===== src/rtl/rdma_port_pkg.sv =====
package rdma_port_pkg;

  typedef enum logic [2:0] {
    ST_IDLE,
    ST_MEM_RD,
    ST_PORT_WR,
    ST_HOST_RD,
    ST_HOST_WR,
    ST_MEM_WR
  } hsState_t;

  // strobes from control to datapath
  typedef struct packed {
    logic loadJob;
    logic decCount;
    logic incAddr;
    logic captureRd;
    logic captureHost;
    logic adsPulse;
    logic reqActive;
  } hsCtl_t;

  // status from datapath to control
  typedef struct packed {
    logic goOk;
    logic cntZero;
    logic cntLast;
    logic ackRise;
  } hsStat_t;

endpackage


===== src/rtl/rdma_port_dp.sv =====
module rdma_port_dp
  import rdma_port_pkg::*;
#(
  parameter int AW          = 16,
  parameter int DW          = 16,
  parameter int CW          = 16,
  parameter int XFER_BYTES  = 2,
  parameter int SYNC_STAGES = 2
) (
  input  logic          clk,
  input  logic          rstN,
  input  hsCtl_t        ctl,
  output hsStat_t       stat,
  input  logic          cfgWrEn,
  input  logic          cfgLongAddr,
  input  logic [7:0]    cfgStartHi0,
  input  logic [7:0]    cfgStartHi1,
  input  logic [AW-1:0] goAddr,
  input  logic [CW-1:0] goCount,
  input  logic          hostAck,
  input  logic          busAck,
  input  logic [DW-1:0] memRdData,
  input  logic [DW-1:0] latchIn,
  output logic [AW-1:0] memAddr,
  output logic [DW-1:0] memWrData,
  output logic [DW-1:0] latchData,
  output logic [15:0]   upperAddr,
  output logic          reqPinOut,
  output logic          reqPinOe
);

  localparam logic [CW-1:0] XFER_C = CW'(XFER_BYTES);
  localparam logic [AW-1:0] STEP_A = AW'(XFER_BYTES);

  logic                   configured;
  logic                   longMode;
  logic [15:0]            hiReg;
  logic [CW-1:0]          remain;
  logic [AW-1:0]          addrReg;
  logic [DW-1:0]          latchReg;
  logic [DW-1:0]          wrDataReg;
  logic                   adsReg;
  logic [SYNC_STAGES-1:0] ackSync;
  logic                   ackSyncd;
  logic                   ackPrev;

  // configuration state
  always_ff @(posedge clk or negedge rstN) begin
    if (!rstN) begin
      configured <= 1'b0;
      longMode   <= 1'b0;
      hiReg      <= '0;
    end else if (cfgWrEn) begin
      configured <= 1'b1;
      longMode   <= cfgLongAddr;
      hiReg      <= {cfgStartHi1, cfgStartHi0};
    end
  end

  // acknowledge synchronizer, depth chosen by parameter
  generate
    if (SYNC_STAGES == 1) begin : g_sync1
      always_ff @(posedge clk or negedge rstN) begin
        if (!rstN) ackSync <= '0;
        else       ackSync <= hostAck;
      end
    end else begin : g_syncN
      always_ff @(posedge clk or negedge rstN) begin
        if (!rstN) ackSync <= '0;
        else       ackSync <= {ackSync[SYNC_STAGES-2:0], hostAck};
      end
    end
  endgenerate

  assign ackSyncd = ackSync[SYNC_STAGES-1];

  always_ff @(posedge clk or negedge rstN) begin
    if (!rstN) ackPrev <= 1'b0;
    else       ackPrev <= ackSyncd;
  end

  // byte counter with saturation
  always_ff @(posedge clk or negedge rstN) begin
    if (!rstN) begin
      remain <= '0;
    end else if (ctl.loadJob) begin
      remain <= goCount;
    end else if (ctl.decCount) begin
      remain <= (remain > XFER_C) ? (remain - XFER_C) : '0;
    end
  end

  // local address
  always_ff @(posedge clk or negedge rstN) begin
    if (!rstN) begin
      addrReg <= '0;
    end else if (ctl.loadJob) begin
      addrReg <= goAddr;
    end else if (ctl.incAddr) begin
      addrReg <= addrReg + STEP_A;
    end
  end

  // data holding registers
  always_ff @(posedge clk or negedge rstN) begin
    if (!rstN) begin
      latchReg  <= '0;
      wrDataReg <= '0;
    end else begin
      if (ctl.captureRd)   latchReg  <= memRdData;
      if (ctl.captureHost) wrDataReg <= latchIn;
    end
  end

  // upper-address strobe, one cycle at each memory cycle start
  always_ff @(posedge clk or negedge rstN) begin
    if (!rstN) adsReg <= 1'b0;
    else       adsReg <= ctl.adsPulse & longMode;
  end

  // pin mode selection
  always_comb begin
    if (!configured) begin
      reqPinOe  = 1'b0;
      reqPinOut = 1'b0;
    end else if (longMode) begin
      reqPinOe  = busAck;
      reqPinOut = adsReg;
    end else begin
      reqPinOe  = 1'b1;
      reqPinOut = ctl.reqActive;
    end
  end

  assign stat.goOk    = configured & (goCount != '0);
  assign stat.cntZero = (remain == '0);
  assign stat.cntLast = (remain <= XFER_C);
  assign stat.ackRise = ackSyncd & ~ackPrev;

  assign memAddr   = addrReg;
  assign memWrData = wrDataReg;
  assign latchData = latchReg;
  assign upperAddr = hiReg;

endmodule


===== src/rtl/rdma_port_ctrl.sv =====
module rdma_port_ctrl
  import rdma_port_pkg::*;
(
  input  logic    clk,
  input  logic    rstN,
  input  logic    go,
  input  logic    goWrite,
  input  logic    memDone,
  input  hsStat_t stat,
  output hsCtl_t  ctl,
  output logic    memRdReq,
  output logic    memWrReq,
  output logic    portWrN,
  output logic    busy,
  output logic    done
);

  hsState_t st;
  hsState_t nxt;
  logic     finish;

  always_ff @(posedge clk or negedge rstN) begin
    if (!rstN) begin
      st   <= ST_IDLE;
      done <= 1'b0;
    end else begin
      st   <= nxt;
      done <= finish;
    end
  end

  always_comb begin
    nxt    = st;
    ctl    = '0;
    finish = 1'b0;
    unique case (st)
      ST_IDLE: begin
        if (go && stat.goOk) begin
          ctl.loadJob = 1'b1;
          if (goWrite) begin
            nxt = ST_HOST_WR;
          end else begin
            nxt          = ST_MEM_RD;
            ctl.adsPulse = 1'b1;
          end
        end
      end
      ST_MEM_RD: begin
        if (memDone) begin
          ctl.captureRd = 1'b1;
          nxt           = ST_PORT_WR;
        end
      end
      ST_PORT_WR: begin
        ctl.decCount = 1'b1;
        ctl.incAddr  = 1'b1;
        nxt          = ST_HOST_RD;
      end
      ST_HOST_RD: begin
        ctl.reqActive = 1'b1;
        if (stat.ackRise) begin
          if (stat.cntZero) begin
            nxt    = ST_IDLE;
            finish = 1'b1;
          end else begin
            nxt          = ST_MEM_RD;
            ctl.adsPulse = 1'b1;
          end
        end
      end
      ST_HOST_WR: begin
        ctl.reqActive = 1'b1;
        if (stat.ackRise) begin
          ctl.captureHost = 1'b1;
          ctl.adsPulse    = 1'b1;
          nxt             = ST_MEM_WR;
        end
      end
      ST_MEM_WR: begin
        if (memDone) begin
          ctl.decCount = 1'b1;
          ctl.incAddr  = 1'b1;
          if (stat.cntLast) begin
            nxt    = ST_IDLE;
            finish = 1'b1;
          end else begin
            nxt = ST_HOST_WR;
          end
        end
      end
      default: nxt = ST_IDLE;
    endcase
  end

  assign memRdReq = (st == ST_MEM_RD);
  assign memWrReq = (st == ST_MEM_WR);
  assign portWrN  = (st != ST_PORT_WR);
  assign busy     = (st != ST_IDLE);

endmodule


===== src/rtl/rdma_port_hs.sv =====
module rdma_port_hs
  import rdma_port_pkg::*;
#(
  parameter int AW          = 16,
  parameter int DW          = 16,
  parameter int CW          = 16,
  parameter int XFER_BYTES  = 2,
  parameter int SYNC_STAGES = 2
) (
  input  logic          clk,
  input  logic          rstN,
  input  logic          cfgWrEn,
  input  logic          cfgLongAddr,
  input  logic [7:0]    cfgStartHi0,
  input  logic [7:0]    cfgStartHi1,
  input  logic          go,
  input  logic          goWrite,
  input  logic [AW-1:0] goAddr,
  input  logic [CW-1:0] goCount,
  input  logic          hostAck,
  input  logic          busAck,
  input  logic          memDone,
  input  logic [DW-1:0] memRdData,
  input  logic [DW-1:0] latchIn,
  output logic          memRdReq,
  output logic          memWrReq,
  output logic [AW-1:0] memAddr,
  output logic [DW-1:0] memWrData,
  output logic          portWrN,
  output logic [DW-1:0] latchData,
  output logic          reqPinOut,
  output logic          reqPinOe,
  output logic [15:0]   upperAddr,
  output logic          busy,
  output logic          done
);

  hsCtl_t  ctl;
  hsStat_t stat;

  rdma_port_ctrl u_ctrl (
    .clk      (clk),
    .rstN     (rstN),
    .go       (go),
    .goWrite  (goWrite),
    .memDone  (memDone),
    .stat     (stat),
    .ctl      (ctl),
    .memRdReq (memRdReq),
    .memWrReq (memWrReq),
    .portWrN  (portWrN),
    .busy     (busy),
    .done     (done)
  );

  rdma_port_dp #(
    .AW          (AW),
    .DW          (DW),
    .CW          (CW),
    .XFER_BYTES  (XFER_BYTES),
    .SYNC_STAGES (SYNC_STAGES)
  ) u_dp (
    .clk         (clk),
    .rstN        (rstN),
    .ctl         (ctl),
    .stat        (stat),
    .cfgWrEn     (cfgWrEn),
    .cfgLongAddr (cfgLongAddr),
    .cfgStartHi0 (cfgStartHi0),
    .cfgStartHi1 (cfgStartHi1),
    .goAddr      (goAddr),
    .goCount     (goCount),
    .hostAck     (hostAck),
    .busAck      (busAck),
    .memRdData   (memRdData),
    .latchIn     (latchIn),
    .memAddr     (memAddr),
    .memWrData   (memWrData),
    .latchData   (latchData),
    .upperAddr   (upperAddr),
    .reqPinOut   (reqPinOut),
    .reqPinOe    (reqPinOe)
  );

endmodule


===== config.mk =====
export PLATFORM = sky130hd
export DESIGN_NAME = rdma_port_hs
export DESIGN_NICKNAME = d
export VERILOG_FILES = /design/src/rtl/rdma_port_pkg.sv /design/src/rtl/rdma_port_dp.sv /design/src/rtl/rdma_port_ctrl.sv /design/src/rtl/rdma_port_hs.sv
export SDC_FILE = /design/constraint.sdc
export NUM_CORES = 1
export LEC_CHECK = 0
export BUFFER_PORTS_ARGS = -buffer_cell sky130_fd_sc_hd__buf_2
export CORE_ASPECT_RATIO = 1.1
export CORE_MARGIN = 1.5
export CORE_UTILIZATION = 49
export CTS_CLUSTER_DIAMETER = 120
export DETAILED_ROUTE_END_ITERATION = 8
export PLACE_DENSITY_LB_ADDON = 0.3
export SYNTH_ARGS = -nofsm -noshare
export SYNTH_HDL_FRONTEND = slang
export SYNTH_SLANG_ARGS = --single-unit

===== constraint.sdc =====
create_clock -name clk -period 2.05 [get_ports clk]
set_input_delay 0.3075 -clock clk [delete_from_list [all_inputs] [get_ports clk]]
set_output_delay 0.3075 -clock clk [all_outputs]
set_load 0.05 [all_outputs]

==> flow_summary.json <==
{
  "die_area_sq_um": 9150,
  "ys_types": 50,
  "ir_worst_vdd_uv": 1460,
  "diodes": 0,
  "rsz0062_at_grt": "yes",
  "final.min_clock_period_ns": 1.95,
  "synth_top_area_cell": "dfrtp_1",
  "port_buffers": 159,
  "worst_slew_margin_rel_pct": 67.0,
  "clockBufferDepth": 2,
  "reg2reg_to": "u_dp.remain[13]",
  "wl_per_cell_um": 15.0,
  "synth_top_area_share_pct": 53.6,
  "synth.most_common_cell": "dfrtp_1",
  "placed_area_sq_um": 5250,
  "dr_wl_met3_um": 737,
  "p_leak_nw": 2.52,
  "hpwl_mm": 7.43,
  "clkLatencyLatePin_ns": 0.36,
  "ant_nets": 0,
  "grt-ovfl-total": 0,
  "status": "finished clean",
  "syn_area_per_cell_sq_um": 11.2,
  "crit_required_ns": 2.33,
  "start_kind": "register",
  "r2r_slack_ns": 0.10,
  "crit_end": "u_dp.remain[13]",
  "drc": 0,
  "arrival_ns": 2.23,
  "holdWs_ns": 0.0564,
  "synth_common_cells": "dfrtp_1, mux2_2, nor2_1",
  "cts_buffers": 9,
  "hold_class": "in -> reg",
  "synth.area.top_cells": "dfrtp_1, mux2_2, a21oi_1",
  "maxCapViolCount": 0,
  "worstPathMaxFanout": 9,
  "vias": 3564,
  "wl_met1_mm": 4.17,
  "tightest_slew_ns": 0.490,
  "clock_sinks": 90,
  "grt_util_all_layers_pct": 22.9,
  "setup.worst_path.class": "reg -> reg",
  "startpoint": "u_dp.remain[7]",
  "setup_viol": 0,
  "ys_seq_area_share_pct": 53.6,
  "drt_iter0_markers": 153,
  "fin_tns_setup_ns": 0,
  "skew_ns": 0.00888,
  "yosysWarnings": 0,
  "routabilityCongestion": 0.870,
  "layout_setup_ws_ns": 0.103,
  "fin_crit_sh_pct": 95.0,
  "place_ws_ns": 0.106,
  "clockRootBuffer": "clkbuf_8",
  "synth-seq-cells": 90,
  "final_nets": 641,
  "crit_path_end_kind": "register",
  "async_flop_share_pct": 100,
  "die_w_um": 91.3,
  "initial_core_util_pct": 50.3,
  "row_count": 35,
  "syn_area_sq_um": 4210,
  "synth_edf_count": 0,
  "via_per_inst": 5.36,
  "final-max-slew-violation-count": 0,
  "finalHoldViolations": 0,
  "antenna_found_initial": 0,
  "h-tree-depth": 3,
  "first_global_vias": 3487,
  "grt_max_degree": 58,
  "synth_flop_cell": "dfrtp_1",
  "drt_wl_total_mm": 10.0,
  "drive_above_1_share_pct": 46.4,
  "firstDrtPassIters": 4,
  "postCtsSetupBuffers": 0,
  "rr_startpoint": "u_dp.remain[7]",
  "syn_nets": 468,
  "syn_to_final_growth_pct": 31.0,
  "grt_pass1_wl_mm": 16.5,
  "fp.dieH_um": 100,
  "core-area_sq_um": 8360,
  "io_pins": 160,
  "reg2regPathDepth": 6,
  "cts_tree": "yes",
  "wl_met2_mm": 4.90,
  "fin_area_sq_um": 5510,
  "total_power_mw": 9.16,
  "power_density_nw_per_um2": 1660,
  "synthCells": 377,
  "top_layer_used": "met4",
  "fmax_mhz": 514,
  "clk_pin_slew_ns": 0.09
}
cell type report:
| class | instances | area [sq um] |
|---|---|---|
| repair buffers | 181 | 1000 |
| inverters | 10 | 37.5 |
| clock buffers | 9 | 124 |
| clock inverters | 6 | 114 |
| flip-flops and latches | 90 | 2250 |
| fillers | 678 | 2850 |
| multi-input cells | 258 | 1840 |
| well taps | 111 | 139 |
timing repair:
| action | CTS | global route |
|---|---|---|
| endpoints found under the hold margin | 33 | 0 |
| hold buffers | 1 | 0 |
| endpoints found under the setup margin | 0 | 5 |
| resized for setup | 0 | 4 |
worst min path at each step:
stage / cells after the start / endpoint / slack [ns] / start
6_report: 1 / u_dp.ackSync[0] / 0.06 / hostAck
5_1_grt: 1 / u_dp.ackSync[0] / 0.04 / hostAck
4_1_cts: 1 / u_dp.ackSync[0] / 0.05 / hostAck
3_5_place_dp: 1 / u_dp.upperAddr[15] / 0.28 / rstN
3_3_place_gp: 1 / u_dp.upperAddr[15] / 0.28 / rstN
2_1_floorplan: 0 / u_ctrl.done / 0.01 / rstN
per-layer routing:
metal  GRT usage [%]  vias to the layer above
met5               0                        -
met4            8.53                        0
met3            6.29                       18
met2            37.2                      138
met1            29.4                     1704
li1                -                     1704
cell usage in the layout (no fill, tap or decap), types with 6 or more instances in the layout:
cell type	instances
buf_2	158
nor4_1	7
nand4_1	8
xnor2_1	8
dfrtp_1	90
xor2_1	6
a31oi_1	8
nand3_1	11
inv_1	10
o21ai_0	9
mux2_2	49
clkbuf_8	9
nand2_1	18
a21oi_1	32
nor2_1	37
buf_4	19
through the flow:
stage / util, % / instances
after floorplan: - / 377
after global placement: 62.8 / 649
after detailed placement: 62.8 / 649
after CTS: 65.7 / 665
after global routing: 65.9 / 665
final: 65.9 / 665
power breakdown:
part	internal, mW	switching [mW]	total, mW	leakage, nW
Clock	0.807	0.639	1.45	0.112
Combinational	1.46	3.21	4.67	1.37
Sequential	2.48	0.564	3.04	1.04
worst max-delay path, cell delays in order (launching register included):
cell and delay [ns]:
dfrtp_1 0.44, or4_1 0.57, nor2_1 0.16, buf_4 0.19, nand4_1 0.10, or3_1 0.32
o211ai_1 0.08
sequential cells by signal, indices dropped and copies added (netlist names), 2 cells and up:
signal / count
u_dp.ackSync: 2
u_ctrl.st: 3
u_dp.remain: 16
u_dp.latchData: 16
u_dp.memAddr: 16
u_dp.upperAddr: 16
u_dp.memWrData: 16
cells by family after synthesis:
logic type / after synthesis / synth area share (%)
adders and majority gates: 2 / 0.595
AOI/OAI and AO/OA: 72 / 10.7
buffers and inverters: 29 / 3.03
DFF: 90 / 53.6
muxes: 52 / 13.8
and+or+nand+nor: 118 / 15.4
xor gates and xnor gates: 14 / 2.92
(Power assumes the default switching activity.)
